**src/rtl/vexdec_pkg.sv**
```systemverilog
package vexdec_pkg;

    parameter int BYTE_W    = 8;
    parameter int REG_W     = 4;
    parameter int MAP_W     = 5;
    parameter int MAP_SEL_W = 2;
    parameter int PP_W      = 2;
    parameter int REX_W     = 4;
    parameter int CNT_W     = 2;
    localparam int IDX_W    = PP_W + MAP_SEL_W;

    localparam logic [BYTE_W-1:0] LEAD_THREE = 8'hC4;
    localparam logic [BYTE_W-1:0] LEAD_TWO   = 8'hC5;
    localparam logic [1:0]        MOD_REG    = 2'b11;

    typedef enum logic [1:0] {
        FORM_NONE  = 2'd0,
        FORM_TWO   = 2'd1,
        FORM_THREE = 2'd2
    } vex_form_e;

    typedef struct packed {
        logic                 w;
        logic                 r;
        logic                 x;
        logic                 b;
        logic                 l;
        logic [REG_W-1:0]     vreg;
        logic [PP_W-1:0]      pp;
        logic [MAP_W-1:0]     map;
    } vex_fields_t;

    typedef struct packed {
        logic                 is_vex;
        logic                 map_err;
        logic [CNT_W-1:0]     consumed;
        logic [IDX_W-1:0]     tab_idx;
        logic [PP_W-1:0]      pp;
        logic [MAP_SEL_W-1:0] map_sel;
        logic                 w;
        logic                 l;
        logic [REG_W-1:0]     vreg;
        logic [REX_W-1:0]     rex;
        logic                 wide;
        logic [REG_W-1:0]     imm_reg;
    } vex_result_t;

    function automatic logic map_reserved(input logic [MAP_W-1:0] m,
                                          input int unsigned max_map);
        return (m == '0) || (int'(m) > int'(max_map));
    endfunction

    function automatic logic [CNT_W-1:0] form_len(input vex_form_e f);
        case (f)
            FORM_THREE: return CNT_W'(3);
            FORM_TWO:   return CNT_W'(2);
            default:    return '0;
        endcase
    endfunction

endpackage

```
**src/rtl/vexdec_classify.sv**
```systemverilog
module vexdec_classify
    import vexdec_pkg::*;
(
    input  logic              mode64,
    input  logic [BYTE_W-1:0] lead_byte,
    input  logic [BYTE_W-1:0] byte1,
    output vex_form_e         form
);
    logic is_three;
    logic is_two;
    logic mod_pass;

    always_comb begin
        is_three = (lead_byte == LEAD_THREE);
        is_two   = (lead_byte == LEAD_TWO);
        // Outside 64-bit mode the next byte must look like a register-form
        // ModRM, otherwise the lead byte is an ordinary opcode.
        mod_pass = mode64 || (byte1[BYTE_W-1 -: 2] == MOD_REG);
        if (is_three && mod_pass)
            form = FORM_THREE;
        else if (is_two && mod_pass)
            form = FORM_TWO;
        else
            form = FORM_NONE;
    end
endmodule

```
**src/rtl/vexdec_fields.sv**
```systemverilog
module vexdec_fields
    import vexdec_pkg::*;
#(
    parameter int unsigned MAX_MAP = 3
) (
    input  vex_form_e         form,
    input  logic [BYTE_W-1:0] byte1,
    input  logic [BYTE_W-1:0] byte2,
    output vex_fields_t       fields,
    output logic              map_err
);
    logic [BYTE_W-1:0] last_byte;
    logic [REG_W-1:0]  vreg_true;

    assign last_byte = (form == FORM_THREE) ? byte2 : byte1;

    // The extra source register is stored one's-complemented, bits 6:3.
    for (genvar gi = 0; gi < REG_W; gi++) begin : g_vinv
        assign vreg_true[gi] = ~last_byte[3 + gi];
    end

    always_comb begin
        fields      = '0;
        fields.l    = last_byte[2];
        fields.vreg = vreg_true;
        fields.pp   = last_byte[PP_W-1:0];
        fields.r    = ~byte1[7];
        if (form == FORM_THREE) begin
            fields.x   = ~byte1[6];
            fields.b   = ~byte1[5];
            fields.map = byte1[MAP_W-1:0];
            fields.w   = byte2[7];
        end else begin
            fields.x   = 1'b0;
            fields.b   = 1'b0;
            fields.map = MAP_W'(1);
            fields.w   = 1'b0;
        end
        map_err = (form == FORM_THREE) && map_reserved(byte1[MAP_W-1:0], MAX_MAP);
    end
endmodule

```
**src/rtl/vexdec_resolve.sv**
```systemverilog
module vexdec_resolve
    import vexdec_pkg::*;
(
    input  vex_form_e         form,
    input  vex_fields_t       fields,
    input  logic              map_err,
    input  logic              mode64,
    input  logic [REX_W-1:0]  rex_allow,
    input  logic              wide_ok,
    input  logic [BYTE_W-1:0] imm_byte,
    output vex_result_t       result
);
    logic             good;
    logic [REX_W-1:0] raw_rex;
    logic [REG_W-1:0] imm_mask;

    assign good     = (form != FORM_NONE) && !map_err;
    assign raw_rex  = {fields.w, fields.r, fields.x, fields.b};
    // Only eight registers are reachable outside 64-bit mode.
    assign imm_mask = mode64 ? {REG_W{1'b1}} : {1'b0, {(REG_W-1){1'b1}}};

    always_comb begin
        result          = '0;
        result.map_err  = map_err;
        result.consumed = form_len(form);
        if (good) begin
            result.is_vex  = 1'b1;
            result.pp      = fields.pp;
            result.map_sel = fields.map[MAP_SEL_W-1:0];
            result.tab_idx = {fields.pp, fields.map[MAP_SEL_W-1:0]};
            result.w       = fields.w;
            result.l       = fields.l;
            result.vreg    = fields.vreg;
            result.rex     = mode64 ? (raw_rex & rex_allow) : '0;
            result.wide    = fields.l & wide_ok;
            result.imm_reg = imm_byte[BYTE_W-1 -: REG_W] & imm_mask;
        end
    end
endmodule

```
**src/rtl/vex_prefix_decoder.sv**
```systemverilog
module vex_prefix_decoder
    import vexdec_pkg::*;
#(
    parameter int unsigned MAX_MAP = 3
) (
    input  logic                 clk,
    input  logic                 rst,
    input  logic                 in_valid,
    input  logic                 mode64,
    input  logic [BYTE_W-1:0]    lead_byte,
    input  logic [BYTE_W-1:0]    byte1,
    input  logic [BYTE_W-1:0]    byte2,
    input  logic [BYTE_W-1:0]    imm_byte,
    input  logic [REX_W-1:0]     rex_allow,
    input  logic                 wide_ok,
    output logic                 out_valid,
    output logic                 is_vex,
    output logic                 map_err,
    output logic [CNT_W-1:0]     consumed,
    output logic [IDX_W-1:0]     tab_idx,
    output logic [PP_W-1:0]      simd_pfx,
    output logic [MAP_SEL_W-1:0] map_sel,
    output logic                 w_bit,
    output logic                 l_bit,
    output logic [REG_W-1:0]     vreg,
    output logic [REX_W-1:0]     eff_rex,
    output logic                 wide_sel,
    output logic [REG_W-1:0]     imm_reg
);
    vex_form_e   form;
    vex_fields_t fields;
    logic        fld_err;
    vex_result_t comb_res;
    vex_result_t res_q;
    logic        valid_q;

    vexdec_classify u_classify (
        .mode64    (mode64),
        .lead_byte (lead_byte),
        .byte1     (byte1),
        .form      (form)
    );

    vexdec_fields #(.MAX_MAP(MAX_MAP)) u_fields (
        .form    (form),
        .byte1   (byte1),
        .byte2   (byte2),
        .fields  (fields),
        .map_err (fld_err)
    );

    vexdec_resolve u_resolve (
        .form      (form),
        .fields    (fields),
        .map_err   (fld_err),
        .mode64    (mode64),
        .rex_allow (rex_allow),
        .wide_ok   (wide_ok),
        .imm_byte  (imm_byte),
        .result    (comb_res)
    );

    always_ff @(posedge clk) begin
        if (rst) begin
            res_q   <= '0;
            valid_q <= 1'b0;
        end else begin
            valid_q <= in_valid;
            if (in_valid)
                res_q <= comb_res;
        end
    end

    assign out_valid = valid_q;
    assign is_vex    = res_q.is_vex;
    assign map_err   = res_q.map_err;
    assign consumed  = res_q.consumed;
    assign tab_idx   = res_q.tab_idx;
    assign simd_pfx  = res_q.pp;
    assign map_sel   = res_q.map_sel;
    assign w_bit     = res_q.w;
    assign l_bit     = res_q.l;
    assign vreg      = res_q.vreg;
    assign eff_rex   = res_q.rex;
    assign wide_sel  = res_q.wide;
    assign imm_reg   = res_q.imm_reg;
endmodule

```
**config.mk**
```make
export PLATFORM = sky130hd
export DESIGN_NAME = vex_prefix_decoder
export DESIGN_NICKNAME = d
export VERILOG_FILES = /design/src/rtl/vexdec_pkg.sv /design/src/rtl/vexdec_classify.sv /design/src/rtl/vexdec_fields.sv /design/src/rtl/vexdec_resolve.sv /design/src/rtl/vex_prefix_decoder.sv
export SDC_FILE = /design/constraint.sdc
export NUM_CORES = 1
export LEC_CHECK = 0
export CORE_UTILIZATION = 31
export CTS_CLUSTER_SIZE = 16
export DETAILED_ROUTE_END_ITERATION = 12
export GPL_ROUTABILITY_DRIVEN = 0
export PLACE_DENSITY = 0.79
export RECOVER_POWER = 25
export SLEW_MARGIN = 20
export SYNTH_ARGS = -nofsm -noshare
export SYNTH_HDL_FRONTEND = slang
export SYNTH_SLANG_ARGS = --single-unit
```
**constraint.sdc**
```tcl
create_clock -name clk -period 2.22 [get_ports clk]
set_clock_uncertainty 0.1 [all_clocks]
set_input_delay 0.333 -clock clk [delete_from_list [all_inputs] [get_ports clk]]
set_output_delay 0.333 -clock clk [all_outputs]
set_load 0.02 [all_outputs]
```
==> metrics.md, run 1 <==
| Metric | Value |
|---|---|
| Met1 usage | 23.6% |
| Switching Fraction | 23.1% |
| Number of flops mapped to enable cells by yosys | 0 |
| Detailed-placement wirelength estimate | 2600 um |
| Final Non-Filler Cells | 226 |
| CTS tree | done |
| Post-synthesis cell type with the largest combined area | sky130_fd_sc_hd__dfxtp_1 |
| Count of H-tree levels built during CTS | 1 |
| Footprint of the multi-input gates | 488 um^2 |
| Number of antenna violations at the first check in global routing | 0 |
| Worst Hold Slack | 0.368 ns |
| Post-Synthesis Cell Area | 0.00102 mm^2 |
| Main synth FF type | sky130_fd_sc_hd__dfxtp_1 |
| Worst-case reg-to-reg path depth | 2 |
| Sequential share of the synthesized area | 47.2% |
| Final WS setup | 0.0744 ns |
| Number of filler cells placed in the layout | 283 |
| Max frequency | 466 MHz |
| Startpoint of the worst-slack reg-to-reg timing path | tab_idx[0] |
| Initial DRT Pass Iterations | 4 |
| M2 GR Usage | 39.3% |
| Internal Pwr Total | 0.570 mW |
| Reg-to-reg setup timing slack | 1.44 ns |
| Normalized max-slew margin | 65.1% |
| Result of the run | completed |
| Area of the placeable core | 0.00308 mm^2 |
| Number of instances in the synthesized netlist | 112 |
| Net total in the final layout | 225 |
| Path type of the worst setup path | input pin to flop |
| CP Max Fanout | 8 |
| Clock slew at reported path FFs | 0.13 ns |
| Crit share post-route | 96.7% |
| Pin count of the biggest net entering global routing | 13 |
| Number of buffers created by CTS | 3 |
| Overall routing resource usage | 21.3% |
| Wire length of the first global-routing pass | 5510 um |
| Total of cells resized after clock tree synthesis | 0 |
| Maximum resistive drop on vdd | 0.437 mV |
| Layout cells sized above 1 | 11.0% |
| Die extent in y | 59.3 um |
| Critical path endpoint category | flop |
| Total Die Area | 0.00351 mm^2 |
| Area of all placed cells without fillers | 0.00177 mm^2 |
| Share of power burned in registers | 58.2% |
| Port-buffer cells | 64 |
| Tmin final | 2.15 ns |
| Storage cell area | 480 um^2 |
| Net count after synthesis | 153 |
| Mean routed wirelength per cell | 14.3 um |
| Via/cell ratio | 4.97 |
| Worst-Margin Slew | 0.522 ns |
| Data arrival, critical path | 2.28 ns |
| CP Buf/Inv Count | 2 |
| Num ports | 69 |
| RSZ-0062 raised after global routing | no |
| Net switching power | 0.172 mW |
| Number of antenna cells inserted | 0 |
| Clk network pwr share | 25.6% |
| Cell area power density | 419 mW/mm^2 |
| Critical Path Max Stage Delay | 0.57 ns |
| Final ANT Viol Nets | 0 |
| Reg2Reg Capture Point | tab_idx[0] |
| Element type at the critical path start | input pin |
| Clock tree sinks | 24 |
| Die boundary width | 59.3 um |
| Maximum number of buffers from clock root to sink | 2 |
| Post-layout total power | 0.742 mW |
| Post-DP Area | 0.00175 mm^2 |
| Portion of synthesized cell area occupied by the leading cell type | 47.2% |
| Hold WC Path Type | flop to flop |
| Hold bufs inserted after CTS | 0 |
| Gate power share | 16.2% |
| Max-capacitance violation count | 0 |
| Effective utilization at floorplan | 33.0% |
| Most used routing layer | met2 |
| Hold Vio Cnt, Final | 0 |
| Cell types with the largest area share after synthesis | sky130_fd_sc_hd__dfxtp_1 47%, sky130_fd_sc_hd__nand2_1 5.5%, sky130_fd_sc_hd__nor2_1 5.2% |
| Hold EP | vreg[2] |
| Vias in the first global route | 1192 |
| Hold-critical path depth | 2 |
| #FFs+latches synth | 24 |
| Critical Path Slowest Stage Cell | sky130_fd_sc_hd__or4b_4 |
| Required time reported for the critical path endpoint | 2.36 ns |
| Worst-Skew Late Latency | 0.31 ns |
| Average instance area after synthesis | 9.08 um^2 |
| Met3 usage | 3.93% |
| Cell Count Post-Placement | 223 |
| Starting DRC count in detailed routing | 36 |
| Wire length after detailed routing | 3240 um |
| Yosys warnings | 0 |
| Number of max-slew violations in the final report | 0 |
| Ordered list of cells on the worst path | clkdlybuf4s50_1, or4b_4, nor4_4, buf_4, mux2_2, o21ai_0 |
| Worst Hold Launch | vreg[2] |
| Total number of placement rows | 20 |
| Final-report setup violation count | 0 |
| Number of DRC violations after detailed routing | 0 |
| Distinct cells, synth | 26 |
| Root Buffer | sky130_fd_sc_hd__clkbuf_4 |
| Overall via count from detail_route | 1123 |
| Post-CTS Setup Bufs | 0 |
| Layout overhead on the synthesized area | 73.9% |
| Total grt overflow | 0 |
| Leak | 0.657 nW |
| Crit-path leading delay family | simple AND/OR/NAND/NOR gates |
| Asr flop ratio synth | 0% |
| Worst slack at placement | -0.261 ns |
[stage by stage]
step	utilization (%)	setup TNS [ns]
global route	57.5	0
detailed placement	56.7	-1.93
global placement	56.7	-1.50
CTS	57.5	0
floorplan	-	0
finish	57.5	0
[layout make-up]
class	instances	area share [%]
Multi-Input combinational cell	79	27.6
Inverter	2	0.424
Timing Repair Buffer	74	40.5
Clock buffer	3	1.27
Tap cell	44	3.11
Sequential cell	24	27.2
[power by group through the flow]
stage / combinational (mW) / clock, mW / sequential [mW]
after floorplan: 0.0306 / 0 / 0.443
after global placement: 0.116 / 0 / 0.442
after detailed placement: 0.120 / 0 / 0.442
after CTS: 0.121 / 0.194 / 0.432
after global routing: 0.129 / 0.217 / 0.433
final: 0.120 / 0.190 / 0.432
[worst max path at each step]
stage	start	endpoint	slack (ns)	depth (start not counted)
final	lead_byte[5]	vreg[1]	0.07	6
after floorplan	lead_byte[5]	vreg[0]	0.12	4
after global placement	lead_byte[5]	vreg[0]	-0.18	6
after CTS	lead_byte[5]	vreg[1]	0.07	6
after global routing	lead_byte[5]	vreg[1]	0.05	6
after detailed placement	lead_byte[5]	vreg[1]	-0.26	6
[layer usage]
metal	wire length [um]	share of wire [%]
met5	0	0
met1	1310	40
met2	1700	53
met3	146	4.5
met4	78	2.4
[cell families after synthesis]
family / synth area share (%)
flops: 47.2
mux: 8.36
buf+inv: 4.80
compound gates: 15.9
simple gates: 23.7
[worst register-to-register path, stage by stage, from the launching register on]
cell,delay [ns]
sky130_fd_sc_hd__dfxtp_1,0.34
sky130_fd_sc_hd__a22oi_1,0.19
sky130_fd_sc_hd__nor2_1,0.05
[synthesized netlist by cell type, types with 3 or more instances]
library cell and number:
sky130_fd_sc_hd__nand2_1 15, sky130_fd_sc_hd__nor3_1 4, sky130_fd_sc_hd__nor2_1 14, sky130_fd_sc_hd__mux2i_1 4
sky130_fd_sc_hd__clkbuf_1 3, sky130_fd_sc_hd__buf_4 4, sky130_fd_sc_hd__nand4b_1 3, sky130_fd_sc_hd__a21oi_1 8
sky130_fd_sc_hd__dfxtp_1 24, sky130_fd_sc_hd__mux2_2 4, sky130_fd_sc_hd__o21ai_0 7, sky130_fd_sc_hd__a32oi_1 5
[layout by cell type (no fill, tap or decap), types with 4 or more instances in the layout]
cell | Yosys | routed
sky130_fd_sc_hd__a32oi_1 | 5 | 5
sky130_fd_sc_hd__a21oi_1 | 8 | 8
sky130_fd_sc_hd__clkdlybuf4s50_1 | 0 | 51
sky130_fd_sc_hd__nand2_1 | 15 | 15
sky130_fd_sc_hd__buf_4 | 4 | 10
sky130_fd_sc_hd__dfxtp_1 | 24 | 24
sky130_fd_sc_hd__nor3_1 | 4 | 4
sky130_fd_sc_hd__dlygate4sd3_1 | 0 | 13
sky130_fd_sc_hd__mux2_2 | 4 | 4
sky130_fd_sc_hd__o21ai_0 | 7 | 7
sky130_fd_sc_hd__nor2_1 | 14 | 14
sky130_fd_sc_hd__mux2i_1 | 4 | 4
No activity file was read; power rests on OpenSTA's default activity.
==> inputs of run 2 (changes only) <==
--- a/config.mk
+++ b/config.mk
@@ -5,6 +5,7 @@
 export SDC_FILE = /design/constraint.sdc
 export NUM_CORES = 1
 export LEC_CHECK = 0
+export CAP_MARGIN = 25
 export CORE_UTILIZATION = 31
 export CTS_CLUSTER_SIZE = 16
 export DETAILED_ROUTE_END_ITERATION = 12
==> results of run 2 <==
Final layout, timing and power as in run 1 (identical DEF).
==> inputs of run 3 (changes only) <==
--- a/config.mk
+++ b/config.mk
@@ -10,7 +10,7 @@
 export CTS_CLUSTER_SIZE = 16
 export DETAILED_ROUTE_END_ITERATION = 12
 export GPL_ROUTABILITY_DRIVEN = 0
-export PLACE_DENSITY = 0.79
+export PLACE_DENSITY = 0.74
 export RECOVER_POWER = 25
 export SLEW_MARGIN = 20
 export SYNTH_ARGS = -nofsm -noshare
==> metrics.md, run 3 (synthesis gave the netlist of run 1 again) <==
| Metric | Value |
|---|---|
| Result of the run | completed |
| Element type at the critical path start | input pin |
| Detailed-placement wirelength estimate | 2600 um (-0.12%) |
| Port-buffer cells | 64 (unchanged) |
| Number of DRC violations after detailed routing | 0 (unchanged) |
| Cell area power density | 414 mW/mm^2 (-1.3%) |
| Most frequent cells in the layout | 51 x sky130_fd_sc_hd__clkdlybuf4s50_1, 24 x sky130_fd_sc_hd__dfxtp_1, 15 x sky130_fd_sc_hd__nand2_1, 14 x sky130_fd_sc_hd__nor2_1, 13 x sky130_fd_sc_hd__dlygate4sd3_1 |
| Number of antenna cells inserted | 0 (unchanged) |
| Met2 layer wire length in the routed design | 1680 um (-1.5%) |
| Critical Path Start | lead_byte[5] |
| Mean routed wirelength per cell | 14.2 um (-1.1%) |
| Max frequency | 468 MHz (+0.40%) |
| Reg-to-reg setup timing slack | 1.43 ns (about the same) |
| Post-CTS Setup Bufs | 0 (unchanged) |
| Hold bufs inserted after CTS | 0 (unchanged) |
| Pin count of the biggest net entering global routing | 15 (+2) |
| Post-layout total power | 0.735 mW (-0.90%) |
| Clock slew at reported path FFs | 0.12 ns (about the same) |
| Highest routed metal layer | met4 |
| CTS tree | done |
| Number of antenna violations at the first check in global routing | 0 (unchanged) |
| Normalized max-slew margin | 61.9% (-3.2 points) |
| Die boundary width | 59.3 um (unchanged) |
| Worst Hold Launch | vreg[1] |
| Hold WC Path Type | flop to flop |
| Utilization of the core after routing | 57.7% (+0.24 points) |
| CP Max Fanout | 5 (-3) |
| Leak | 0.663 nW (+0.93%) |
| Crit share post-route | 96.3% (-0.39 points) |
| Num ports | 69 (unchanged) |
| Hold-critical path depth | 2 (unchanged) |
| Number of buffers created by CTS | 3 (unchanged) |
| RSZ-0062 raised after global routing | no |
| Final ANT Viol Nets | 0 (unchanged) |
| Wire length of the first global-routing pass | 5130 um (-7.0%) |
| Hold EP | vreg[1] |
| Worst-Skew Late Latency | 0.30 ns (about the same) |
| Wire length on met3 | 141 um (-3.4%) |
| Max-capacitance violation count | 0 (unchanged) |
| Most common cell after layout, fill and taps aside | sky130_fd_sc_hd__clkdlybuf4s50_1 |
| Path type of the worst setup path | input pin to flop |
| Final Non-Filler Cells | 227 (+0.44%) |
| Layout cells sized above 1 | 11.5% (+0.49 points) |
| Tmin final | 2.14 ns (-0.00861 ns) |
| Worst Hold Slack | 0.367 ns (-0.00113 ns) |
| Root Buffer | sky130_fd_sc_hd__clkbuf_4 |
| Post-DP Area | 0.00175 mm^2 (+0.43%) |
| Via/cell ratio | 4.91 (-1.1%) |
| Clock tree sinks | 24 (unchanged) |
| Net total in the final layout | 226 (+0.44%) |
| Data arrival, critical path | 2.28 ns (about the same) |
| Effective utilization at floorplan | 33.0% (unchanged) |
| Length of routed wiring on met1 | 1290 um (-1.1%) |
| Hold Vio Cnt, Final | 0 (unchanged) |
| Critical path endpoint category | flop |
| Die extent in y | 59.3 um (unchanged) |
| Count of H-tree levels built during CTS | 1 (unchanged) |
| Number of max-slew violations in the final report | 0 (unchanged) |
| Total grt overflow | 0 (unchanged) |
| Initial DRT Pass Iterations | 4 (unchanged) |
| Vias in the first global route | 1134 (-4.9%) |
| Total Die Area | 0.00351 mm^2 (unchanged) |
| Total number of placement rows | 20 (unchanged) |
| Maximum resistive drop on vdd | 0.359 mV (-18%) |
| Final-report setup violation count | 0 (unchanged) |
| Area of the placeable core | 0.00308 mm^2 (unchanged) |
| Worst-Margin Slew | 0.570 ns (+0.0478 ns) |
| Startpoint of the worst-slack reg-to-reg timing path | tab_idx[0] |
| Overall routing resource usage | 20.0% (-1.3 points) |
| Maximum number of buffers from clock root to sink | 2 (unchanged) |
| Cell Count Post-Placement | 224 (+0.45%) |
| Required time reported for the critical path endpoint | 2.36 ns (about the same) |
| Worst-case reg-to-reg path depth | 2 (unchanged) |
| Wire length after detailed routing | 3210 um (-0.68%) |
| Reg2Reg Capture Point | tab_idx[0] |
| Starting DRC count in detailed routing | 50 (+39%) |
| Total of cells resized after clock tree synthesis | 0 (unchanged) |
| Layout overhead on the synthesized area | 74.7% |
| Area of all placed cells without fillers | 0.00178 mm^2 (+0.42%) |
| Overall via count from detail_route | 1115 (-0.71%) |
==> run 3: critical path, cell delays in order <==
cell and delay (ns):
sky130_fd_sc_hd__clkdlybuf4s50_1 0.40, sky130_fd_sc_hd__or4b_4 0.57, sky130_fd_sc_hd__nor4_4 0.31, sky130_fd_sc_hd__buf_4 0.20, sky130_fd_sc_hd__mux2_2 0.34, sky130_fd_sc_hd__o21ai_0 0.13
==> run 3: routing by layer <==
layer / GRT usage [%] / vias to the layer above
li1: - / 544
met1: 22.1 / 519
met2: 37.1 / 44
met3: 4.15 / 8
met4: 7.82 / 0
met5: 0 / -
==> run 3: per-stage QoR <==
step / worst slack (ns) / setup TNS (ns)
final: 0.0830 / 0
after global routing: 0.0142 / 0
after CTS: 0.0710 / 0
after detailed placement: -0.251 / -2.41
after global placement: -0.170 / -1.42
after floorplan: 0.119 / 0
==> run 3: final cells by class <==
cell class                 count  area (um^2)
inverter                       2         7.51
fill                         308         1300
tap                           44         55.1
timing repair buffer          75          723
sequential                    24          480
multi-input combinational     79          488
clock buffer                   3         22.5
==> run 3: power breakdown <==
part	internal [mW]	total [mW]	switching, mW
clock	0.0634	0.184	0.121
sequential	0.432	0.432	0.000274
combinational	0.0739	0.119	0.0448
==> run 3: worst max-delay path by stage <==
stage          slack [ns]      end
2_1_floorplan        0.12  vreg[0]
3_5_place_dp        -0.25  vreg[1]
3_3_place_gp        -0.17  vreg[0]
5_1_grt              0.01  vreg[1]
4_1_cts              0.07  vreg[1]
6_report             0.08  vreg[0]
